`config.mk`:
```
export PLATFORM = sky130hd
export DESIGN_NAME = fpx_status_unit
export DESIGN_NICKNAME = d
export VERILOG_FILES = /design/src/rtl/fpx_pkg.sv /design/src/rtl/fpx_cmd_decode.sv /design/src/rtl/fpx_mask_reg.sv /design/src/rtl/fpx_flag_bank.sv /design/src/rtl/fpx_status_unit.sv
export SDC_FILE = /design/constraint.sdc
export NUM_CORES = 1
export LEC_CHECK = 0
export ABC_AREA = 0
export BUFFER_PORTS_ARGS = -buffer_cell sky130_fd_sc_hd__buf_2
export CAP_MARGIN = 0
export CORE_ASPECT_RATIO = 1.25
export CORE_UTILIZATION = 40
export DETAILED_ROUTE_END_ITERATION = 16
export PLACE_DENSITY_LB_ADDON = 0.3
export SLEW_MARGIN = 20
export SYNTH_ARGS = -nofsm -noshare
export SYNTH_HDL_FRONTEND = slang
export SYNTH_SLANG_ARGS = --single-unit
```
`constraint.sdc`:
```
create_clock -name clk -period 1.6 [get_ports clk]
set_input_delay 0.16 -clock clk [delete_from_list [all_inputs] [get_ports clk]]
set_output_delay 0.16 -clock clk [all_outputs]
set_load 0.05 [all_outputs]
```
`src/rtl/fpx_pkg.sv`:
```
package fpx_pkg;
    localparam int EXC_N      = 6;
    localparam int SF_BIT     = EXC_N;
    localparam int SUM_BIT    = EXC_N + 1;
    localparam int SW_W       = EXC_N + 2;
    localparam int OP_W       = 3;
    localparam int DATA_W     = 16;
    localparam int RST_FL_LSB = 8;

    typedef enum logic [OP_W-1:0] {
        OP_IDLE    = 3'd0,
        OP_LOAD_CW = 3'd1,
        OP_CLEAR   = 3'd2,
        OP_RESTORE = 3'd3,
        OP_OLD_ENA = 3'd4,
        OP_OLD_DIS = 3'd5,
        OP_OLD_PM  = 3'd6,
        OP_SPARE   = 3'd7
    } fpx_op_e;

    typedef struct packed {
        logic load_mask;
        logic clear_flags;
        logic restore;
        logic legacy;
    } fpx_act_t;
endpackage

```
`src/rtl/fpx_cmd_decode.sv`:
```
module fpx_cmd_decode
    import fpx_pkg::*;
(
    input  logic [OP_W-1:0] op,
    output fpx_act_t        act
);
    always_comb begin
        act = '0;
        case (fpx_op_e'(op))
            OP_LOAD_CW: act.load_mask   = 1'b1;
            OP_CLEAR:   act.clear_flags = 1'b1;
            OP_RESTORE: act.restore     = 1'b1;
            OP_OLD_ENA,
            OP_OLD_DIS,
            OP_OLD_PM:  act.legacy      = 1'b1;
            default:    act = '0;
        endcase
    end
endmodule

```
`src/rtl/fpx_mask_reg.sv`:
```
module fpx_mask_reg
    import fpx_pkg::*;
#(
    parameter int N_EXC  = EXC_N,
    parameter int D_W    = DATA_W
) (
    input  logic             clk,
    input  logic             rst_n,
    input  fpx_act_t         act,
    input  logic [D_W-1:0]   data,
    output logic [N_EXC-1:0] mask
);
    typedef struct packed {
        logic [N_EXC-1:0] mask;
    } mask_st_t;

    mask_st_t st_d, st_q;

    always_comb begin
        st_d = st_q;
        if (act.load_mask || act.restore) begin
            st_d.mask = data[N_EXC-1:0];
        end
    end

    always_ff @(posedge clk or negedge rst_n) begin
        if (!rst_n) begin
            st_q.mask <= '1;
        end else begin
            st_q <= st_d;
        end
    end

    assign mask = st_q.mask;

    // masks move only under load or restore
    a_r6_mask_hold: assert property (@(posedge clk) disable iff (!rst_n)
        !(act.load_mask || act.restore) |=> $stable(mask));

    // legacy opcodes leave the masks alone
    a_r9_legacy_mask: assert property (@(posedge clk) disable iff (!rst_n)
        act.legacy |=> $stable(mask));
endmodule

```
`src/rtl/fpx_flag_bank.sv`:
```
module fpx_flag_bank
    import fpx_pkg::*;
#(
    parameter int N_EXC  = EXC_N,
    parameter int D_W    = DATA_W,
    parameter int FL_LSB = RST_FL_LSB
) (
    input  logic             clk,
    input  logic             rst_n,
    input  fpx_act_t         act,
    input  logic [D_W-1:0]   data,
    input  logic             rpt_valid,
    input  logic [N_EXC-1:0] rpt_excp,
    input  logic             rpt_stack,
    output logic [N_EXC:0]   flags
);
    localparam int FL_W = N_EXC + 1;

    typedef struct packed {
        logic [FL_W-1:0] fl;
    } flag_st_t;

    flag_st_t         st_d, st_q;
    logic [FL_W-1:0]  base;
    logic [FL_W-1:0]  hit;

    always_comb begin
        if (act.clear_flags) begin
            base = '0;
        end else if (act.restore) begin
            base = data[FL_LSB +: FL_W];
        end else begin
            base = st_q.fl;
        end

        hit = '0;
        if (rpt_valid) begin
            hit[N_EXC-1:0] = rpt_excp;
            hit[0]         = rpt_excp[0] | rpt_stack;
            hit[N_EXC]     = rpt_stack;
        end

        st_d.fl = base | hit;
    end

    always_ff @(posedge clk or negedge rst_n) begin
        if (!rst_n) begin
            st_q.fl <= '0;
        end else begin
            st_q <= st_d;
        end
    end

    assign flags = st_q.fl;

    // without clear or restore no flag ever falls
    a_r4_sticky: assert property (@(posedge clk) disable iff (!rst_n)
        !(act.clear_flags || act.restore)
        |=> ((flags & $past(flags)) == $past(flags)));

    // stack report sets invalid and stack fault, whatever else happens
    a_r3_stack_pair: assert property (@(posedge clk) disable iff (!rst_n)
        (rpt_valid && rpt_stack) |=> (flags[0] && flags[N_EXC]));

    // without report or command the flags hold
    a_r2_idle_hold: assert property (@(posedge clk) disable iff (!rst_n)
        (!rpt_valid && !act.clear_flags && !act.restore) |=> $stable(flags));

    // a clear with no report leaves every flag at zero
    a_r8_clear_zero: assert property (@(posedge clk) disable iff (!rst_n)
        (act.clear_flags && !rpt_valid) |=> (flags == '0));
endmodule

```
`src/rtl/fpx_status_unit.sv`:
```
module fpx_status_unit
    import fpx_pkg::*;
#(
    parameter int N_EXC  = EXC_N,
    parameter int D_W    = DATA_W,
    parameter int C_W    = OP_W
) (
    input  logic             clk,
    input  logic             rst_n,
    input  logic             rpt_valid,
    input  logic [N_EXC-1:0] rpt_excp,
    input  logic             rpt_stack,
    input  logic [C_W-1:0]   cmd_op,
    input  logic [D_W-1:0]   cmd_data,
    output logic [N_EXC+1:0] status_word,
    output logic [N_EXC-1:0] control_word,
    output logic             irq
);
    fpx_act_t         act;
    logic [N_EXC:0]   flags;
    logic [N_EXC-1:0] mask;
    logic             summary;

    fpx_cmd_decode u_dec (
        .op  (cmd_op),
        .act (act)
    );

    fpx_mask_reg #(.N_EXC(N_EXC), .D_W(D_W)) u_mask (
        .clk   (clk),
        .rst_n (rst_n),
        .act   (act),
        .data  (cmd_data),
        .mask  (mask)
    );

    fpx_flag_bank #(.N_EXC(N_EXC), .D_W(D_W), .FL_LSB(RST_FL_LSB)) u_flags (
        .clk       (clk),
        .rst_n     (rst_n),
        .act       (act),
        .data      (cmd_data),
        .rpt_valid (rpt_valid),
        .rpt_excp  (rpt_excp),
        .rpt_stack (rpt_stack),
        .flags     (flags)
    );

    always_comb begin
        summary = |(flags[N_EXC-1:0] & ~mask);
    end

    assign status_word  = {summary, flags};
    assign control_word = mask;
    assign irq          = summary;

    // with everything masked no interrupt can be requested
    a_r5_masked_quiet: assert property (@(posedge clk) disable iff (!rst_n)
        (control_word == '1) |-> !irq);

    // a flag left alone by a masking change cannot drop irq if still unmasked
    a_r5_irq_holds: assert property (@(posedge clk) disable iff (!rst_n)
        (irq && !act.load_mask && !act.restore && !act.clear_flags) |=> irq);
endmodule

```
; Yosys cells after proc, flatten, opt, wreduce, memory -nomap -nowiden
; Index checks and enable logic that the tools add are counted.
; W data, S select, Z words.
[classes]
eq_ne = 3
n_reduce_logical = 2
n_mux = 6
n_bitwise = 4
[op_table]
columns = op, n
row1 = $mux W7, 3
row2 = $or A7 B7 Y7, 1
row3 = $and A6 B6 Y6, 1
row4 = $eq A3 B2 Y1 const B, 2
row5 = $not A6 Y6, 1
row6 = $reduce_or A6 Y1, 1
row7 = $eq A3 B1 Y1 const B, 1
row8 = $mux W1, 3
row9 = $logic_or A1 B1 Y1, 1
row10 = $or A1 B1 Y1, 1
[totals]
elab_cells = 17
output_inout_bits = 15
register_bits = 13
in_bits = 29

; Longest topological paths before layout
; Gate-level depths: netlist of the first run.
[logic_depth]
word_depth = 5
mapped_depth = 4
depth_no_buf = 3

; By module
; A second synthesis of the first run with hierarchy kept.
[hier_totals]
cells_unflattened = 57
hier_area_um2 = 643.1
[modules_own_cells]
columns = mod, cells_each, area_each_um2, instances, seq_area_each_um2
row1 = fpx_flag_bank, 29, 319.1, 1, 175.2
row2 = fpx_mask_reg, 13, 236.5, 1, 157.7
row3 = fpx_status_unit, 11, 55.1, 1, 0.0
row4 = fpx_cmd_decode, 4, 32.5, 1, 0.0

; Least setup slack after synthesis of the first run
; Ideal clock, no wire load.
[synth_timing]
path_kind = register to output
start = register u_mask.mask[3] (netlist name)
end = output status_word[7]
t_required_ps = 1440
t_arrival_ps = 1694
slack_ps = -254
stages_incl_launch_ff = 4
n_path_buf = 1
cell_sequence = dfstp_2 > o22ai_1 > or3_1 > buf_4
[synth_via]
elab_chain_len = 3
[synth_lines]
columns = element, line_no
row1 = $not A6 Y6, fpx_status_unit.sv:49  ; summary = |(flags[N_EXC-1:0] & ~mask);
row2 = $and A6 B6 Y6, fpx_status_unit.sv:49
row3 = $reduce_or A6 Y1, fpx_status_unit.sv:49
row4 = "end, declared", fpx_status_unit.sv:15  ; output logic [N_EXC+1:0] status_word,
; Every way passes these cells.

; Worst setup path in the final report of the first run
[layout_timing]
start = register u_mask.mask[3] (netlist name)
end = output irq
[layout_via]
elab_chain_len = 3
[layout_lines]
columns = element, line_no
row1 = $not A6 Y6, fpx_status_unit.sv:49
row2 = $and A6 B6 Y6, fpx_status_unit.sv:49
row3 = $reduce_or A6 Y1, fpx_status_unit.sv:49
row4 = "end, declared", fpx_status_unit.sv:17  ; output logic irq
; Every way passes these cells.

==> results of run 1 <==
-- kinds of logic after synthesis --
logic type      after synthesis  synth area share, %
compound gates               11                 14.0
buf+inv                      10                 9.98
flops                        13                 49.2
mux                           6                 13.3
simple gates                 17                 13.5
-- where the power goes --
| part | switching [W] | total [W] | internal, W | leakage [nW] |
|---|---|---|---|---|
| sequential | 0.0000358 | 0.000425 | 0.000389 | 0.139 |
| clock | 0.000107 | 0.000200 | 0.0000925 | 0.0177 |
| combinational | 0.000262 | 0.000411 | 0.000149 | 0.333 |
-- flip-flops by register name, summed over array words and instances, names as in the netlist --
register,count
u_flags.flags,7
u_mask.mask,6
-- worst max-delay path by stage --
stage                   startpoint              to  slack, ns  depth (start not counted)
finish              u_mask.mask[3]             irq      -0.02                          3
global route        u_mask.mask[1]             irq      -0.08                          3
CTS                 u_mask.mask[1]             irq      -0.03                          3
detailed placement  u_mask.mask[0]  status_word[7]       0.24                          3
global placement    u_mask.mask[0]             irq       0.26                          3
floorplan           u_mask.mask[0]  status_word[7]      -0.03                          3
-- final cells by class --
class / count / area [sq um] / area share [%]
Inverter: 6 / 22.5 / 2.40
Clock inverter: 1 / 5.00 / 0.534
Clock buffer: 3 / 22.5 / 2.40
Sequential cell: 13 / 333 / 35.5
Tap cell: 18 / 22.5 / 2.40
Timing Repair Buffer: 42 / 238 / 25.4
Multi-Input combinational cell: 34 / 294 / 31.4
-- layout by cell type, fill, tap and decap left out, drive strengths merged --
cell         count
a221o            6
buf             41
clkbuf           3
clkinv           1
dfrtp            7
dfstp            6
dlygate4sd3      1
inv              6
mux2             6
nand2            8
nand2b           1
nor2             6
nor2b            1
o211ai           1
o21ai            1
o22ai            3
or3              1
-- metrics by stage --
| stage | TNS [ns] | total power [W] | utilization, % | cells |
|---|---|---|---|---|
| 4_1_cts | -0.0524 | 0.00103 | 58.5 | 117 |
| 3_5_place_dp | 0 | 0.000810 | 54.4 | 111 |
| 6_report | -0.0419 | 0.00104 | 59.3 | 117 |
| 5_1_grt | -0.153 | 0.00109 | 59.3 | 117 |
| 2_1_floorplan | -0.0313 | 0.000727 | - | 57 |
| 3_3_place_gp | 0 | 0.000806 | 54.4 | 111 |
-- per-layer routing --
layer,GRT usage [%],vias up
li1,-,281
met1,20.8,236
met2,25.0,25
met3,2.79,2
met4,10.3,0
met5,0,-
-- what timing repair did --
item / CTS / global route
gates resized for setup: 6 / 2
setup endpoints to repair: 2 / 2
buffers inserted: 1 / 0
gates cloned: 0 / 0
endpoints found under the hold margin: 7 / 0
hold buffers: 1 / 0
pin swaps: 2 / 0
-- critical path: stages, from the launching register on --
cell	delay [ns]
dfstp_2	0.56
o22ai_2	0.06
or3_4	0.41
buf_8	0.16
==> flow_summary.rst, run 1 <==
.. list-table::
   :header-rows: 1

   * - Metric
     - Value
   * - Result of the run
     - finished, violations left
   * - Violated checks
     - negative setup slack
   * - Yosys synthesis warning count
     - 0
   * - Layout area overhead
     - 38.4%
   * - Full die area
     - around 0.0019 sq mm
   * - Highest Clock Rate
     - 0.617 GHz
   * - Max_slew headroom
     - 81.7%
   * - Final wirelength
     - 1340 um
   * - Maximum number of buffers from clock root to sink
     - 2
   * - Post-synthesis sequential element count
     - 13
   * - Fraction of registers with async set or reset after synthesis
     - 100%
   * - Clk pin slew, worst setup/hold paths
     - 0.08 ns
   * - Hold EP
     - u_mask.mask[2]
   * - Crit-path max FO
     - 3
   * - Routed wirelength normalized by instance count
     - approximately 11 um
   * - Largest net degree at the start of global routing
     - 15
   * - ANT nets after route
     - 0
   * - Effective utilization at floorplan
     - between 40% and 50%
   * - Number of failing setup endpoints in the final timing report
     - 2
   * - Depth of the worst register-to-register path
     - 1
   * - Row Count
     - 16
   * - Filler Cells Inserted
     - around 140
   * - Total routing usage reported by global routing
     - 16.2%
   * - Sequential share of the synthesized area
     - 49.2%
   * - WL met1
     - 611 um
   * - Layout cell share with drive strength beyond 1
     - 67.7%
   * - Place WS
     - 0.239 ns
   * - Total length of routed met2 wires
     - 647 um
   * - Fraction of synthesized cell area taken by the top area cell type
     - 25.9%
   * - Minimum setup slack in the final design
     - -0.0212 ns
   * - Worst Min Path Start
     - cmd_data[2]
   * - Cell area after synthesis
     - 677 sq um
   * - Arrival @ worst endpoint
     - approximately 1.5 ns
   * - Post-layout nets
     - 129
   * - Number of cells on the worst hold path
     - 2
   * - Depth of the CTS H-tree
     - 1
   * - Placed wire-length estimate after detailed placement
     - 1040 um
   * - Height of the die
     - 48.0 um
   * - Average footprint of a synthesized cell
     - 11.9 sq um
   * - Worst hold slack after final layout
     - between 0.1 and 0.15 ns
   * - Total clock buffers created by CTS
     - 3
   * - Antenna Cells
     - 0
   * - Slew at the pin with the worst max-slew slack
     - 0.275 ns
   * - RR Endpoint
     - u_flags.flags[5]
   * - Number of cells produced by synthesis
     - 57
   * - Number of global-route vias before repair
     - 457
   * - Startpoint of the worst register-to-register path
     - u_flags.flags[5]
   * - Iter 0 DRT Violations
     - 3
   * - Area after DPL
     - roughly 860 sq um
   * - Setup repair after global routing missed its margin
     - yes
   * - Path class of the lowest-slack min-delay path
     - in -> reg
   * - Post-detailed-route DRC marker count
     - 0
   * - Finished Cell Area
     - 937 sq um
   * - Top cells by area in the synthesized netlist
     - dfrtp_1 (26%), dfstp_2 (23%), mux2_4 (13%)
   * - Count of unique library cells instantiated by Yosys
     - 18
   * - Most used flip-flop cell after synthesis
     - dfrtp_1
   * - Crit. End Element
     - primary output
   * - Crit path kind
     - reg -> out
   * - Number of vias per cell after detailed routing
     - 4.65
   * - Highest routed metal layer
     - met4
   * - Total number of clock tree sinks
     - 13
   * - Maximum vdd drop
     - 0.442 mV
   * - Count of boundary I/O pins
     - 44
   * - Library cell with the largest summed area after synthesis
     - dfrtp_1
   * - Worst-Skew Late Latency
     - approximately 0.27 ns
   * - Antenna violations before repair
     - 0
   * - Clock skew
     - 0 ns
   * - Final Hold Fails
     - 0
   * - Top cells by count, synth
     - nand2_1 (8), dfrtp_1 (7), dfstp_2 (6), inv_1 (6), mux2_4 (6)
   * - Critical path launch point type
     - register
   * - Pwr/cell area
     - 1110 mW/mm^2
   * - Synthesized netlist net count
     - 86
   * - Period Utilization, post-route
     - 101%
   * - Wire length of the first global-routing pass
     - 1990 um
   * - CTS root buf
     - clkbuf_4
   * - Most instantiated library cell after synthesis
     - nand2_1
   * - Required time at the endpoint of the critical path
     - ~1.4 ns
   * - Number of buffers inserted by port buffering
     - 40
   * - Final period demand of the worst path
     - about 1.6 ns
   * - # Max-Cap Violations
     - 0
   * - Area of the core
     - 0.00158 sq mm
   * - CTS tree
     - done
   * - Final-report max-slew violation count
     - 0
   * - Number of synthesized flops with an enable pin
     - 0
   * - Total vias in the final route
     - around 540
   * - First-pass detailed-route iteration total
     - 4
   * - Pleak
     - 0.490 nW
   * - GP Congestion
     - 0.732
   * - Register-to-register setup slack
     - approximately 0.7 ns
   * - Congestion Overflow GR
     - 0
   * - Die X-Extent
     - 38.8 um
   * - Detailed route wirelength on metal3
     - 63 um
No activity file was read; power rests on OpenSTA's default activity.
==> run 2: changes to the inputs <==
--- a/config.mk
+++ b/config.mk
@@ -8,8 +8,7 @@
 export ABC_AREA = 0
 export BUFFER_PORTS_ARGS = -buffer_cell sky130_fd_sc_hd__buf_2
 export CAP_MARGIN = 0
-export CORE_ASPECT_RATIO = 1.25
-export CORE_UTILIZATION = 40
+export CORE_UTILIZATION = 43
 export DETAILED_ROUTE_END_ITERATION = 16
 export PLACE_DENSITY_LB_ADDON = 0.3
 export SLEW_MARGIN = 20
==> constraint.sdc (replaced) <==
create_clock -name clk -period 1.9 [get_ports clk]
set_input_delay 0.19 -clock clk [delete_from_list [all_inputs] [get_ports clk]]
set_output_delay 0.19 -clock clk [all_outputs]
set_load 0.05 [all_outputs]
==> flow_summary.rst, run 2 (synthesis gave the netlist of run 1 again) <==
.. list-table::
   :header-rows: 1

   * - Metric
     - Value
   * - Setup tns final
     - 0 ns (+0.0419 ns)
   * - Switching power as a share of total power
     - 38.4% (-0.73 points)
   * - Commonest non-fill, non-tap cells in the layout
     - buf_2 (40), nand2_1 (8), dfrtp_1 (7)
   * - Full die area
     - 0.00174 sq mm (-6.7%)
   * - ANT nets after route
     - 0 (unchanged)
   * - Startpoint of the worst register-to-register path
     - u_flags.flags[5]
   * - Flip-flop count of the largest register, all copies and words added
     - 7 (unchanged)
   * - Clock skew
     - 0 ns (unchanged)
   * - Number of vias per cell after detailed routing
     - 4.86 (+4.5%)
   * - Crit-path max FO
     - 3 (unchanged)
   * - Period Utilization, post-route
     - 89.2%
   * - Pleak
     - 0.464 nW (-5.2%)
   * - Die X-Extent
     - 41.7 um (+7.4%)
   * - Final Hold Fails
     - 0 (unchanged)
   * - Number of global-route vias before repair
     - 538 (+18%)
   * - Layout cell share with drive strength beyond 1
     - 63.3% (-4.4 points)
   * - Stage delay of the slowest cell on the critical path
     - 0.55 ns (about the same)
   * - Total clock buffers created by CTS
     - 3 (unchanged)
   * - Slew at the pin with the worst max-slew slack
     - 0.274 ns (-0.000987 ns)
   * - Max stage delay cell, worst path
     - dfstp_2
   * - Result of the run
     - finished, final reports clean
   * - Critical path launch point type
     - register
   * - Largest net degree at the start of global routing
     - 15 (unchanged)
   * - Hold EP
     - u_mask.mask[2]
   * - Final period demand of the worst path
     - 1.70 ns
   * - Effective utilization at floorplan
     - 49.0% (+6.2 points)
   * - Antenna violations before repair
     - 0 (unchanged)
   * - Worst Min Path Start
     - cmd_data[2]
   * - Routed wirelength normalized by instance count
     - 11.4 um (-0.86%)
   * - Highest Clock Rate
     - 0.590 GHz
   * - Crit-path cells
     - o22ai_1 -> or3_1 -> buf_2
   * - Worst-Skew Late Latency
     - 0.26 ns (about the same)
   * - Number of failing setup endpoints in the final timing report
     - 0 (-2)
   * - Finished Cell Area
     - 887 sq um (-5.3%)
   * - Post-detailed-route DRC marker count
     - 0 (unchanged)
   * - Number of cells on the worst hold path
     - 2 (unchanged)
   * - Final wirelength
     - 1280 um (-4.3%)
   * - Commonest non-fill, non-tap cell in the layout
     - buf_2
   * - # Max-Cap Violations
     - 0 (unchanged)
   * - Area after DPL
     - 851 sq um (-1.0%)
   * - Depth of the CTS H-tree
     - 1 (unchanged)
   * - Post-layout nets
     - 128 (-0.78%)
   * - Crit path kind
     - reg -> out
   * - Sw Pwr
     - 0.000320 W (-21%)
   * - Setup repair after global routing missed its margin
     - no
   * - Power share of the sequential group
     - 42.7% (+1.7 points)
   * - Internal power component
     - 0.000514 W (-19%)
   * - CTS tree
     - done
   * - Total vias in the final route
     - 549 (+0.92%)
   * - RR Endpoint
     - u_flags.flags[5]
   * - Final-report max-slew violation count
     - 0 (unchanged)
   * - Maximum number of buffers from clock root to sink
     - 2 (unchanged)
   * - Path class of the lowest-slack min-delay path
     - in -> reg
   * - Register-to-register setup slack
     - 1.03 ns (+0.33 ns)
   * - Required time at the endpoint of the critical path
     - 1.71 ns (+0.27 ns)
   * - Post-cts repair resize count
     - 0 (-6)
   * - Clk pin slew, worst setup/hold paths
     - 0.07 ns (about the same)
   * - Pwr/cell area
     - 940 mW/mm^2 (-15%)
   * - First-pass detailed-route iteration total
     - 4 (unchanged)
   * - Part of the power in combinational logic
     - 38.1% (-1.5 points)
   * - Largest delay contributor family on the critical path
     - flip-flops
   * - Total number of clock tree sinks
     - 13 (unchanged)
   * - Arrival @ worst endpoint
     - 1.51 ns (+0.05 ns)
   * - Placed wire-length estimate after detailed placement
     - 1020 um (-2.2%)
   * - Row Count
     - 13 (-3)
   * - Wire length of the first global-routing pass
     - 2250 um (+13%)
   * - Total buffers and inverters traversed by the critical path
     - 1 (unchanged)
   * - Crit. End Element
     - primary output
   * - Count of boundary I/O pins
     - 44 (unchanged)
   * - Iter 0 DRT Violations
     - 2 (-1)
   * - CTS root buf
     - clkbuf_4
   * - Layout area overhead
     - 31.1%
   * - Max_slew headroom
     - 81.7% (about the same)
   * - Total routing usage reported by global routing
     - 17.3% (+1.2 points)
   * - Area of the core
     - 0.00138 sq mm (-13%)
   * - Congestion Overflow GR
     - 0 (unchanged)
   * - GP Congestion
     - 0.657 (-10%)
   * - Antenna Cells
     - 0 (unchanged)
   * - Number of buffers inserted by port buffering
     - 40 (unchanged)
   * - Maximum vdd drop
     - 0.437 mV (-1.2%)
   * - Depth of the worst register-to-register path
     - 1 (unchanged)
   * - Relative contribution of the clock network to total power
     - 19.2% (about the same)
   * - Height of the die
     - 41.7 um (-13%)
run 2: final cells by class:
cell class,count,area (sq um)
repair buffers,41,210
inverters,6,22.5
multi-input cells,34,277
flip-flops and latches,13,333
well taps,15,18.8
fillers,121,495
clock buffers,4,26.3
run 2: worst max path at each step:
| stage | cells past startpoint | start | to | slack [ns] |
|---|---|---|---|---|
| 2_1_floorplan | 3 | u_mask.mask[3] | status_word[7] | 0.02 |
| 3_3_place_gp | 3 | u_mask.mask[3] | status_word[7] | 0.51 |
| 3_5_place_dp | 3 | u_mask.mask[3] | status_word[7] | 0.51 |
| 4_1_cts | 3 | u_mask.mask[3] | status_word[7] | 0.20 |
| 5_1_grt | 3 | u_mask.mask[3] | irq | 0.15 |
| 6_report | 3 | u_mask.mask[3] | status_word[7] | 0.20 |
run 2: per-layer routing:
layer  part of all wire [%]  vias up  wire (um)  GRT usage (%)
met5                      0        -          0              0
met3                    5.1        2         66           2.61
met1                     45      236        581           21.4
li1                       -      283          -              -
met4                   0.93        0         12           11.6
met2                     49       28        623           27.8
run 2: metrics by stage:
stage	utilization [%]	hold WS [ns]	setup WS [ns]	cells	power [W]
floorplan	-	-0.106	0.0163	57	0.000604
global placement	61.5	0.0789	0.512	108	0.000675
detailed placement	61.5	0.0832	0.507	108	0.000679
CTS	64.2	0.140	0.203	113	0.000844
global route	64.2	0.127	0.146	113	0.000884
finish	64.2	0.150	0.205	113	0.000834
run 2: power groups by stage:
stage / Clock (W) / Combinational [W] / Sequential, W
finish: 0.000160 / 0.000317 / 0.000356
CTS: 0.000168 / 0.000319 / 0.000357
floorplan: 0 / 0.000111 / 0.000493
detailed placement: 0 / 0.000317 / 0.000361
global placement: 0 / 0.000314 / 0.000361
global route: 0.000185 / 0.000336 / 0.000363
run 2: what timing repair did:
item / 4_1_cts / 5_1_grt
setup buffers: 0 / 0
hold endpoints to repair: 7 / 0
hold buffers: 1 / 0
